<file path="config.mk">
export PLATFORM = sky130hd
export DESIGN_NAME = fetch_seq
export DESIGN_NICKNAME = d
export VERILOG_FILES = /design/src/rtl/fetch_seq.sv
export SDC_FILE = /design/constraint.sdc
export NUM_CORES = 1
export LEC_CHECK = 0
export BUFFER_PORTS_ARGS = -buffer_cell sky130_fd_sc_hd__buf_4
export CAP_MARGIN = 5
export CORE_MARGIN = 10
export CORE_UTILIZATION = 35
export CTS_CLUSTER_DIAMETER = 40
export DETAILED_ROUTE_END_ITERATION = 7
export HOLD_SLACK_MARGIN = 0.06
export PLACE_DENSITY = 0.58
export SLEW_MARGIN = 10
export SYNTH_ARGS = -nofsm -noshare
export SYNTH_HDL_FRONTEND = slang
export SYNTH_SLANG_ARGS = --single-unit
export TNS_END_PERCENT = 10
</file>
<file path="constraint.sdc">
create_clock -name clk -period 2.9 [get_ports clk]
set_clock_uncertainty 0.15 [all_clocks]
set_input_delay 0.145 -clock clk [delete_from_list [all_inputs] [get_ports clk]]
set_output_delay 0.145 -clock clk [all_outputs]
set_load 0.1 [all_outputs]
</file>
<file path="src/rtl/fetch_seq.sv">
module fetch_seq #(
  parameter int AW  = 12,
  parameter int IW  = 16,
  parameter int VEC = 1
) (
  input  logic          clk,
  input  logic          rst,
  input  logic [IW-1:0] instr,
  input  logic          two_word,
  input  logic          skip_hit,
  input  logic          skip_long,
  input  logic          br_take,
  input  logic [AW-1:0] br_target,
  input  logic          irq,
  output logic [AW-1:0] imem_addr,
  output logic [AW-1:0] pc_o,
  output logic [AW-1:0] ret_pc,
  output logic [IW-1:0] ir,
  output logic [IW-1:0] konst,
  output logic [5:0]    phase_en
);

  typedef enum logic [2:0] {
    S_RST = 3'd0, S_FET = 3'd1, S_DEC = 3'd2,
    S_EXE = 3'd3, S_WB  = 3'd4, S_INT = 3'd5
  } st_t;

  st_t           st;
  logic [AW-1:0] pc;
  logic [2:0]    step;
  logic [AW-1:0] seq_pc, nxt_pc;

  assign seq_pc    = pc + AW'(step);
  assign nxt_pc    = br_take ? br_target : seq_pc;
  assign imem_addr = (st == S_DEC) ? pc + AW'(1) : pc;
  assign pc_o      = pc;

  always_comb begin
    phase_en = 6'b0;
    case (st)
      S_RST:   phase_en[0] = 1'b1;
      S_FET:   phase_en[1] = 1'b1;
      S_DEC:   phase_en[2] = 1'b1;
      S_EXE:   phase_en[3] = 1'b1;
      S_WB:    phase_en[4] = 1'b1;
      S_INT:   phase_en[5] = 1'b1;
      default: phase_en = 6'b0;
    endcase
  end

  always_ff @(posedge clk) begin
    if (rst) begin
      st     <= S_RST;
      pc     <= '0;
      step   <= 3'd1;
      ret_pc <= '0;
      ir     <= '0;
      konst  <= '0;
    end else begin
      case (st)
        S_RST: st <= S_FET;
        S_FET: begin
          ir <= instr;
          st <= S_DEC;
        end
        S_DEC: begin
          if (two_word) konst <= instr;
          step <= two_word ? 3'd2 : 3'd1;
          st   <= S_EXE;
        end
        S_EXE: begin
          if (skip_hit) step <= step + (skip_long ? 3'd2 : 3'd1);
          st <= S_WB;
        end
        S_WB: begin
          if (irq) begin
            ret_pc <= nxt_pc;
            pc     <= AW'(VEC);
            st     <= S_INT;
          end else begin
            pc <= nxt_pc;
            st <= S_FET;
          end
        end
        S_INT: st <= S_FET;
        default: st <= S_RST;
      endcase
    end
  end

endmodule


</file>
==> results.txt <==
----------------------------------------------------
[Outcome]
  Outcome ... finished, final reports clean

[Placed design]
  Final weighted congestion in routability-driven placement ... 0.822
  HPWL after detailed placement ... 6900 um
  DP Worst Slack ... 631 ps
  Standard cell area after detailed placement ... 3750 um^2
  Count of input and output buffers ... 108

[Finish]
  Final std cell area, no fill ... 4240 um^2
  Count of filler cells inserted in the layout ... 761
  Final #Nets ... 518
  Footprint of the multi-input gates ... 1510 um^2
  Area of all sequential standard cells ... 1240 um^2
  Relative area change from synthesis to final layout ... 47.9%
  Fraction of final layout cells with drive strength greater than 1 ... 28.9%
  Number of antenna cells inserted ... 0

[Route]
  Vias post-DR ... 2834
  # DRC ... 0
  Post-route ant nets ... 0
  Iteration-0 DRC Markers ... 101
  Ratio of routed vias to standard cells ... 4.86
  Routed WL per cell ... 16.0 um
  Detailed-router iteration count before antenna repair ... 4
  Overall routed net length ... 9310 um

[Die]
  Chip Width ... 110 um
  Floorplan Core Area ... 7850 um^2
  Initial Utilization ... 36.5%
  Die extent in y ... 110 um
  Number of placed I/O pins ... 109
  Number of core rows ... 32
  Die footprint ... 12200 um^2

[Timing]
  Post-Route Hold Slack ... 69.6 ps
  Highest clock frequency the design can meet ... 391 MHz
  Number of max-slew violations in the final report ... 0
  Final worst path period need ... 2560 ps
  Endpoints failing hold ... 0
  Period Utilization, post-route ... 88.1%
  TNS Setup ... 0 ps
  Setup repair after global routing missed its margin ... no
  Setup-failing EPs final ... 0
  Relative max-transition margin ... 58.0%
  Transition time at the pin with the least slew margin ... 631 ps
  Fin worst setup slack ... 345 ps

[Power]
  Total power density per cell area ... 510 nW/um^2
  Total leakage power ... 1.85 nW
  Peak supply drop ... 0.374 mV
  Switching power share of the total ... 34.4%
  Internal ... 1.42 mW
  Overall power consumption ... 2.16 mW
  Part of the total power dissipated in sequential elements ... 41.7%
  Portion of total power attributed to combinational logic ... 22.7%
  Switching power total ... 744 uW
  Part of the total power dissipated in the clock network ... 35.6%

[Setup path]
  Classification of the worst setup path ... flop to output port
  Highest net fanout along the worst path ... 7
  Required time at the endpoint of the critical path ... 2610 ps
  Crit. End Element ... output port
  Arrival time at the worst endpoint ... 2260 ps
  Type of origin of the critical path ... flop

[GRT]
  Total overflow reported by the global router ... 0
  Maximum number of pins on one net before global-route repair ... 41
  Overall fraction of global-route tracks in use ... 15.1%
  Antenna violations before repair ... 0
  First-pass GRT wire length ... 15400 um
  Vias in the first global route ... 2895

[Yosys]
  Post-synthesis async set-or-reset flop share ... 0%
  Post-synthesis cell count ... 347
  Cell types occupying the most area after synthesis ... sky130_fd_sc_hd__dfxtp_1, sky130_fd_sc_hd__nand2_1, sky130_fd_sc_hd__a21oi_1
  Mapped cell area ... 2870 um^2
  Largest area contributor in the netlist ... sky130_fd_sc_hd__dfxtp_1
  Synth warn ... 0
  Synthesized area divided by synthesized cell count ... 8.26 um^2
  Number of enable-type register cells in the synthesized netlist ... 0
  Flop and latch count out of synthesis ... 62
  Ys flop type ... sky130_fd_sc_hd__dfxtp_1
  Synth top area share ... 43.3%
  Share of synthesized area occupied by flip-flops and latches ... 43.3%
  Syn nets ... 389
  Number of distinct library cells after synthesis ... 48

[CTS]
  Number of post-CTS setup repair buffers ... 0
  CTS tree ... built
  H-tree levels ... 3
  Clock slew at the register clock pins of the worst setup and hold paths ... 80 ps
  CTS Buffer Depth ... 2
  Quantity of gates resized following cts ... 0
  Number of hold buffers added after cts ... 29
  Clock tree root buffer cell ... sky130_fd_sc_hd__clkbuf_8
  Number of clock buffers inserted by TritonCTS ... 9
  Clock latency on the worst-skew pair ... 340 ps
  Number of clock sinks seen by CTS ... 62

[Run]
  Max-cap violation count ... 0

[Worst hold path]
  Class of the worst hold path ... primary input to flop

----------------------------------------------------
==> synthesized netlist by cell type (2+ instances only) <==
cell	number
sky130_fd_sc_hd__fa_1	2
sky130_fd_sc_hd__xor2_1	5
sky130_fd_sc_hd__o21ai_0	7
sky130_fd_sc_hd__nand2_1	81
sky130_fd_sc_hd__o32ai_1	6
sky130_fd_sc_hd__xnor2_1	15
sky130_fd_sc_hd__nor3_1	4
sky130_fd_sc_hd__ha_1	5
sky130_fd_sc_hd__nand2b_1	5
sky130_fd_sc_hd__a211oi_1	4
sky130_fd_sc_hd__buf_2	7
sky130_fd_sc_hd__and3_1	2
sky130_fd_sc_hd__nor2_1	22
sky130_fd_sc_hd__a22oi_1	2
sky130_fd_sc_hd__a21oi_1	44
sky130_fd_sc_hd__and3b_1	2
sky130_fd_sc_hd__dfxtp_1	62
sky130_fd_sc_hd__nor2b_1	3
sky130_fd_sc_hd__nand4_1	3
sky130_fd_sc_hd__nand3_1	13
sky130_fd_sc_hd__inv_1	8
sky130_fd_sc_hd__buf_6	2
sky130_fd_sc_hd__clkbuf_1	10
sky130_fd_sc_hd__mux2i_1	9
==> per-stage QoR <==
| step | util (%) | std cells |
|---|---|---|
| after floorplan | - | 347 |
| after global placement | 47.8 | 538 |
| after detailed placement | 47.8 | 538 |
| after CTS | 54.0 | 583 |
| after global routing | 54.0 | 583 |
| final | 54.0 | 583 |
==> worst max-delay path, stage by stage (launching register included) <==
cell and delay (ps):
sky130_fd_sc_hd__dfxtp_1 400, sky130_fd_sc_hd__nor3b_2 230, sky130_fd_sc_hd__nand4_1 230, sky130_fd_sc_hd__or2_1 390, sky130_fd_sc_hd__nor4_4 200, sky130_fd_sc_hd__xor2_2 160, sky130_fd_sc_hd__buf_4 300
==> power groups by stage <==
stage,clock [mW],combinational (mW),sequential [mW]
after global placement,0,0.460,0.920
after CTS,0.785,0.495,0.901
final,0.770,0.489,0.901
after floorplan,0,0.169,1.09
after global routing,0.815,0.519,0.905
after detailed placement,0,0.462,0.921
==> cell families after synthesis <==
family / Yosys count / synth area share (%)
adders and majority gates: 7 / 3.58
xor gates and xnor gates: 20 / 6.11
buffers and inverters: 32 / 5.37
and+or+nand+nor: 145 / 23.4
AOI/OAI and AO/OA: 71 / 14.7
muxes: 10 / 3.54
DFF: 62 / 43.3
==> state kept, by name, indices dropped and copies added (netlist names) <==
name	flops
ir	16
konst	16
pc_o	12
ret_pc	12
st	3
step	3
==> metal layers <==
layer / vias up / global-route usage [%] / routed length (um)
met1: 1303 / 18.5 / 4060
met3: 10 / 3.46 / 554
li1: 1435 / - / -
met2: 86 / 24.7 / 4540
met5: - / 0 / 0
met4: 0 / 6.39 / 153
==> worst paths after layout <==
path	startpoint	end	slack [ps]	cells after the start
max	st[1]	imem_addr[11]	340	6
min	br_target[0]	ret_pc[0]	70	3
max reg2reg	pc_o[0]	pc_o[6]	610	7
min reg2reg	konst[3]	konst[3]	300	2
==> layout by cell type (no fill, tap or decap), types with 2 or more instances in the layout <==
master / n
sky130_fd_sc_hd__a22oi_1: 2
sky130_fd_sc_hd__and3b_1: 2
sky130_fd_sc_hd__clkinv_2: 2
sky130_fd_sc_hd__a21oi_1: 44
sky130_fd_sc_hd__xnor2_2: 4
sky130_fd_sc_hd__o32ai_1: 6
sky130_fd_sc_hd__dfxtp_1: 62
sky130_fd_sc_hd__nand4_1: 3
sky130_fd_sc_hd__o21ai_0: 7
sky130_fd_sc_hd__nor2_1: 22
sky130_fd_sc_hd__nand2b_1: 5
sky130_fd_sc_hd__mux2i_1: 9
sky130_fd_sc_hd__nor2b_1: 3
sky130_fd_sc_hd__nor3_1: 4
sky130_fd_sc_hd__nand2_1: 81
sky130_fd_sc_hd__buf_4: 111
sky130_fd_sc_hd__dlygate4sd3_1: 29
sky130_fd_sc_hd__clkinv_4: 2
sky130_fd_sc_hd__inv_1: 8
sky130_fd_sc_hd__fa_1: 2
sky130_fd_sc_hd__clkbuf_8: 9
sky130_fd_sc_hd__nand3_1: 13
sky130_fd_sc_hd__clkinvlp_4: 2
sky130_fd_sc_hd__a211oi_1: 4
sky130_fd_sc_hd__and3_1: 2
sky130_fd_sc_hd__ha_1: 5
sky130_fd_sc_hd__xnor2_1: 11
sky130_fd_sc_hd__xor2_1: 4
==> final cells by class <==
class | instances | area share [%]
multi-input combinational | 253 | 35.6
inverter | 10 | 1.00
timing repair buffer | 140 | 26.5
sequential | 62 | 29.3
clock buffer | 9 | 2.92
tap | 102 | 3.01
clock inverter | 7 | 1.71
No activity file was read; power rests on OpenSTA's default activity.
